## config.mk

```make
export PLATFORM = sky130hd
export DESIGN_NAME = irCarrierGen
export DESIGN_NICKNAME = d
export VERILOG_FILES = /design/src/rtl/irPkg.sv /design/src/rtl/irCtrl.sv /design/src/rtl/irDatapath.sv /design/src/rtl/irCarrierGen.sv
export SDC_FILE = /design/constraint.sdc
export NUM_CORES = 1
export LEC_CHECK = 0
export BUFFER_PORTS_ARGS = -buffer_cell sky130_fd_sc_hd__buf_2
export CAP_MARGIN = 20
export CORE_ASPECT_RATIO = 0.7
export CORE_MARGIN = 2
export CORE_UTILIZATION = 50
export CTS_CLUSTER_SIZE = 28
export DETAILED_ROUTE_END_ITERATION = 8
export GPL_TIMING_DRIVEN = 0
export PLACE_DENSITY = 0.81
export SYNTH_ARGS = -nofsm -noshare
export SYNTH_HDL_FRONTEND = slang
export SYNTH_HIERARCHICAL = 1
export SYNTH_SLANG_ARGS = --single-unit
```

## constraint.sdc

```tcl
create_clock -name clk -period 2.3 [get_ports clk]
set_clock_uncertainty 0.2 [all_clocks]
set_input_delay 0.115 -clock clk [delete_from_list [all_inputs] [get_ports clk]]
set_output_delay 0.115 -clock clk [all_outputs]
set_load 0.005 [all_outputs]
```

## src/rtl/irPkg.sv

```systemverilog
package irPkg;
  localparam int ADDR_W = 3;
  localparam int DATA_W = 4;

  localparam logic [ADDR_W-1:0] ADDR_CFG  = 3'd0;
  localparam logic [ADDR_W-1:0] ADDR_CTL  = 3'd1;
  localparam logic [ADDR_W-1:0] ADDR_DUR  = 3'd2;
  localparam logic [ADDR_W-1:0] ADDR_ICNT = 3'd3;
  localparam logic [ADDR_W-1:0] ADDR_STAT = 3'd4;

  typedef struct packed {
    logic              restart;
    logic              loadGate;
    logic [1:0]        gateVal;
    logic              loadIrq;
    logic [DATA_W-1:0] irqVal;
    logic              clearFlag;
  } irStrobes_t;

  function automatic logic [5:0] tauDiv(input logic [1:0] sel);
    case (sel)
      2'd0:    return 6'd12;
      2'd1:    return 6'd16;
      2'd2:    return 6'd20;
      default: return 6'd32;
    endcase
  endfunction

  function automatic logic [3:0] carPeriod(input logic [1:0] sel);
    return sel[1] ? 4'd12 : 4'd8;
  endfunction

  function automatic logic [3:0] carHigh(input logic [1:0] sel);
    case (sel)
      2'd0:    return 4'd2;
      2'd1:    return 4'd3;
      2'd2:    return 4'd4;
      default: return 4'd3;
    endcase
  endfunction
endpackage

```

## src/rtl/irCtrl.sv

```systemverilog
module irCtrl
  import irPkg::*;
(
  input  logic              clk,
  input  logic              rstN,
  input  logic              wrEn,
  input  logic              rdEn,
  input  logic [ADDR_W-1:0] addr,
  input  logic [DATA_W-1:0] wrData,
  input  logic              flag,
  output logic [DATA_W-1:0] rdData,
  output irStrobes_t        strobes,
  output logic [1:0]        tauSel,
  output logic [1:0]        carSel,
  output logic              carrierEn,
  output logic              forceOut,
  output logic              irqMask
);
  logic [DATA_W-1:0] cfgReg;
  logic [2:0]        ctlReg;

  always_ff @(posedge clk) begin
    if (!rstN) begin
      cfgReg <= '0;
      ctlReg <= 3'b001;
    end else if (wrEn) begin
      if (addr == ADDR_CFG) cfgReg <= wrData;
      if (addr == ADDR_CTL) ctlReg <= wrData[2:0];
    end
  end

  assign tauSel    = cfgReg[1:0];
  assign carSel    = cfgReg[3:2];
  assign carrierEn = ctlReg[0];
  assign forceOut  = ctlReg[1];
  assign irqMask   = ctlReg[2];

  always_comb begin
    strobes.restart   = wrEn && (addr == ADDR_CFG || addr == ADDR_DUR || addr == ADDR_ICNT);
    strobes.loadGate  = wrEn && (addr == ADDR_DUR);
    strobes.gateVal   = wrData[1:0];
    strobes.loadIrq   = wrEn && (addr == ADDR_ICNT);
    strobes.irqVal    = wrData;
    strobes.clearFlag = rdEn && (addr == ADDR_STAT);
  end

  always_comb begin
    case (addr)
      ADDR_CFG:  rdData = cfgReg;
      ADDR_CTL:  rdData = {1'b0, ctlReg};
      ADDR_STAT: rdData = {3'b000, flag};
      default:   rdData = '0;
    endcase
  end
endmodule

```

## src/rtl/irDatapath.sv

```systemverilog
module irDatapath
  import irPkg::*;
#(
  parameter int TAU_W = 6,
  parameter int CAR_W = 4
) (
  input  logic       clk,
  input  logic       rstN,
  input  irStrobes_t strobes,
  input  logic [1:0] tauSel,
  input  logic [1:0] carSel,
  input  logic       carrierEn,
  input  logic       forceOut,
  output logic       irOut,
  output logic       flag,
  output logic       irqFire
);
  logic [TAU_W-1:0]  tauCnt;
  logic [CAR_W-1:0]  carCnt;
  logic [1:0]        gateCnt;
  logic [DATA_W-1:0] irqCnt;
  logic              irqArmed;
  logic              tauLast;
  logic              tick;
  logic              carLast;
  logic              carWave;

  assign tauLast = (tauCnt == TAU_W'(tauDiv(tauSel) - 6'd1));
  assign tick    = tauLast && !strobes.restart;
  assign carLast = (carCnt >= CAR_W'(carPeriod(carSel) - 4'd1));
  assign carWave = (carCnt < CAR_W'(carHigh(carSel)));

  always_ff @(posedge clk) begin
    if (!rstN) begin
      tauCnt <= '0;
      carCnt <= '0;
    end else if (strobes.restart) begin
      tauCnt <= '0;
      carCnt <= '0;
    end else begin
      tauCnt <= tauLast ? '0 : tauCnt + 1'b1;
      carCnt <= carLast ? '0 : carCnt + 1'b1;
    end
  end

  always_ff @(posedge clk) begin
    if (!rstN) gateCnt <= '0;
    else if (strobes.loadGate) gateCnt <= strobes.gateVal;
    else if (tick && gateCnt != 2'd0) gateCnt <= gateCnt - 2'd1;
  end

  assign irqFire = tick && irqArmed && (irqCnt == '0) && !strobes.loadIrq;

  always_ff @(posedge clk) begin
    if (!rstN) begin
      irqCnt   <= '0;
      irqArmed <= 1'b0;
    end else if (strobes.loadIrq) begin
      irqCnt   <= strobes.irqVal;
      irqArmed <= 1'b1;
    end else if (tick && irqArmed) begin
      if (irqCnt == '0) irqArmed <= 1'b0;
      else              irqCnt   <= irqCnt - 1'b1;
    end
  end

  always_ff @(posedge clk) begin
    if (!rstN)                  flag <= 1'b0;
    else if (irqFire)           flag <= 1'b1;
    else if (strobes.clearFlag) flag <= 1'b0;
  end

  assign irOut = forceOut | (carrierEn & (gateCnt != 2'd0) & carWave);
endmodule

```

## src/rtl/irCarrierGen.sv

```systemverilog
module irCarrierGen
  import irPkg::*;
(
  input  logic        clk,
  input  logic        rstN,
  input  logic        wrEn,
  input  logic        rdEn,
  input  logic [2:0]  addr,
  input  logic [3:0]  wrData,
  output logic [3:0]  rdData,
  output logic        irOut,
  output logic        irqOut
);
  irStrobes_t strobes;
  logic [1:0] tauSel;
  logic [1:0] carSel;
  logic       carrierEn;
  logic       forceOut;
  logic       irqMask;
  logic       flag;
  logic       irqFire;

  irCtrl u_ctrl (
    .clk(clk), .rstN(rstN), .wrEn(wrEn), .rdEn(rdEn), .addr(addr),
    .wrData(wrData), .flag(flag), .rdData(rdData), .strobes(strobes),
    .tauSel(tauSel), .carSel(carSel), .carrierEn(carrierEn),
    .forceOut(forceOut), .irqMask(irqMask)
  );

  irDatapath #(.TAU_W(6), .CAR_W(4)) u_dp (
    .clk(clk), .rstN(rstN), .strobes(strobes), .tauSel(tauSel),
    .carSel(carSel), .carrierEn(carrierEn), .forceOut(forceOut),
    .irOut(irOut), .flag(flag), .irqFire(irqFire)
  );

  assign irqOut = flag & irqMask;
endmodule

```

==> summary.txt <==
Status
  – Status: finished clean

Route
  – Routed wire per std cell: 15.7 um
  – Initial drt markers: 93
  – Pre-Repair DR Iteration Count: 4
  – Vias per inst: 5.95
  – Via count: 1386
  – Final routed DRC violation total: 0
  – Routed wire length: 3.67 mm
  – Post-DRT Antenna Nets: 0

Cells and area
  – Area of the multi-input gates: 925 um2
  – P&R area growth vs syn: 13.5%
  – Fin nets: 217
  – N_diodes: 0
  – Fillers: 229
  – FF+latch area: 500 um2
  – Share of cells above drive strength 1: 18.3%

Global route
  – Total grt overflow: 0
  – Met1 usage: 26.4%
  – GRT Overall Usage: 21.3%
  – Grt met3 use: 5.62%
  – Pin count of the biggest net entering global routing: 14
  – GR peak layer: met2
  – Met2 Usage GRT: 35.4%
  – Initial antenna violation count: 0
  – First-pass GRT wire length: 5.95 mm
  – Vias in the first global route: 1282

STA
  – RSZ-0062 raised after global routing: no
  – FMAX: 480 MHz
  – Minimum clock period: 2.08 ns
  – Worst Tran Pin Value: 0.539 ns
  – Final WS setup: 0.218 ns
  – Slew Limit Fails: 0
  – Final setup fails: 0
  – Fin crit share: 90.5%
  – Normalized max-slew margin: 63.3%
  – Fin. Hold Viols: 0
  – Setup tns final: 0 ns

Yosys
  – Synthesized area per cell: 8.97 um2
  – Distinct cell type count after synthesis: 51
  – Top FF cell, synth: dfxtp_1
  – Seq/Total Area, Yosys: 32.3%
  – EDFF count, synth: 0
  – Gate Count Post-Synth: 173
  – Asr flop ratio synth: 0%
  – Yosys warnings: 6
  – Area contributors post-synth: dfxtp_1, ha_1, mux2i_1
  – Area leader, netlist: dfxtp_1
  – Synthesized area: 1550 um2
  – Post-synthesis net count: 192
  – Flops & latches, synth: 25
  – Post-synth top area share: 32.3%

Die
  – Cell Rows: 16
  – Die H: 50.6 um
  – Core area: 2880 um2
  – Die area: 3570 um2
  – Initial Utilization: 53.8%
  – Top-Level Pins: 17
  – Die span in x: 70.6 um

Setup path
  – Kind of end point of the critical path: flip-flop
  – Startpoint Class: flip-flop
  – CP Max Fanout: 4
  – Crit path arrival time: 2.04 ns
  – CP required: 2.25 ns
  – Crit Path Class: reg2reg
  – Worst R2R Path Depth: 6

Worst hold path
  – WHS Path Cells: 3
  – Min-Delay Path Class: in2reg

Flow run
  – Total of max-cap violations: 0

Power
  – Pwr Density: 482 nW/um2
  – Worst vdd ir: 314 uV
  – Lkg Pwr: 0.742 nW
  – Final Power: 0.849 mW

CTS
  – Reg clk slew, reported paths: 0.09 ns
  – Skew-Pair Late Insertion Delay: 0.27 ns
  – Clk buf depth: 2
  – # H-tree levels: 1
  – CTS resizes: 0
  – Clk root buf: clkbuf_8
  – Total CTS buffers: 3
  – CTS tree: yes
  – CTS sink cnt: 25

Place
  – Final weighted congestion in routability-driven placement: 0.867
  – Hpwl dp: 2.63 mm
  – Pre-CTS setup slack: 0.293 ns
  – IO Port Bufs: 16
==> Yosys cell counts, drive strengths merged (2+ instances only) <==
| cell | instances |
|---|---|
| a31o | 2 |
| o21ai | 5 |
| nor3 | 4 |
| xnor2 | 4 |
| buf | 10 |
| nand2 | 13 |
| and3 | 3 |
| and2 | 2 |
| nor2b | 5 |
| ha | 8 |
| xor2 | 3 |
| a31oi | 4 |
| mux2i | 11 |
| nor4 | 2 |
| clkbuf | 2 |
| o311a | 2 |
| dfxtp | 25 |
| nand3 | 7 |
| a21o | 3 |
| nor4b | 3 |
| nor2 | 16 |
| nand4 | 2 |
| a21boi | 2 |
| inv | 11 |
| nand2b | 5 |
==> critical path, stage by stage, from the launching register on <==
cell,delay (ns)
dfxtp_1,0.37
inv_1,0.08
ha_1,0.25
or3b_1,0.29
nand4b_1,0.19
o31a_1,0.29
o311a_1,0.29
==> layout by cell type, fill, tap and decap left out, types with 3 or more instances in the layout <==
cell,count
xor2_1,3
xnor2_1,4
nand2b_1,5
clkbuf_8,3
nor2b_1,5
nor2_1,16
inv_1,11
nor3_1,4
clkbuf_1,3
dlygate4sd3_1,4
buf_4,6
dfxtp_1,25
ha_1,8
and3_1,3
nand2_1,13
mux2i_1,10
buf_2,18
a21o_1,3
nand3_1,7
o21ai_0,5
a31oi_1,4
==> routing by layer <==
metal,routed length [um],up-vias
met2,1680,60
met3,217,14
met1,1660,650
li1,-,662
met5,0,-
met4,114,0
==> stage by stage <==
stage	util, %	hold slack [ns]	instances	instance area (um2)
2_1_floorplan	-	0.0571	173	1550
3_3_place_gp	58.2	0.199	225	1680
3_5_place_dp	58.2	0.222	225	1680
4_1_cts	61.1	0.0170	233	1760
5_1_grt	61.1	0.0528	233	1760
6_report	61.1	0.0218	233	1760
==> worst paths after layout <==
check / start / to / slack, ns
min reg2reg: u_dp/tauCnt[0] / u_dp/tauCnt[0] / 0.25
max reg2reg: u_dp/irqCnt[0] / u_dp/irqCnt[2] / 0.22
max: u_dp/irqCnt[0] / u_dp/irqCnt[2] / 0.22
min: rstN / u_ctrl/ctlReg[0] / 0.02
==> power breakdown <==
group,switching (mW),internal [mW],leakage [nW]
clock network,0.134,0.124,0.0228
logic,0.0691,0.0617,0.516
registers,0.0137,0.447,0.203
==> kinds of logic (layout without fill, tap and decap cells) <==
logic type	count (synthesis)	count (layout)	synth area share [%]
AO/OA/AOI/OAI	26	26	12.5
XOR/XNOR	7	7	3.95
adder cells (fa/ha/maj)	8	8	6.45
buffers and inverters	23	47	8.15
flip-flops	25	25	32.3
multiplexers	12	12	8.31
AND/OR/NAND/NOR	72	72	28.4
==> registers in the layout, summed over array words and instances, names as in the netlist <==
register and cells:
u_ctrl/cfgReg 4, u_ctrl/ctlReg 3, u_dp/carCnt 4, u_dp/flag 1, u_dp/gateCnt 2, u_dp/irqArmed 1, u_dp/irqCnt 4, u_dp/tauCnt 6
==> what timing repair did <==
action / 4_1_cts / 5_1_grt
hold buffers: 4 / 0
buffers inserted: 0 / 0
hold endpoints to repair: 7 / 0
==> layout make-up <==
type                       count  share of cell area [%]
timing repair buffer          20                    6.82
tap                           36                    2.56
clock buffer                   4                    2.56
buffer                        12                    4.83
inverter                      11                    2.34
multi-input combinational    125                    52.5
sequential                    25                    28.4
No activity file was read; power rests on OpenSTA's default activity.
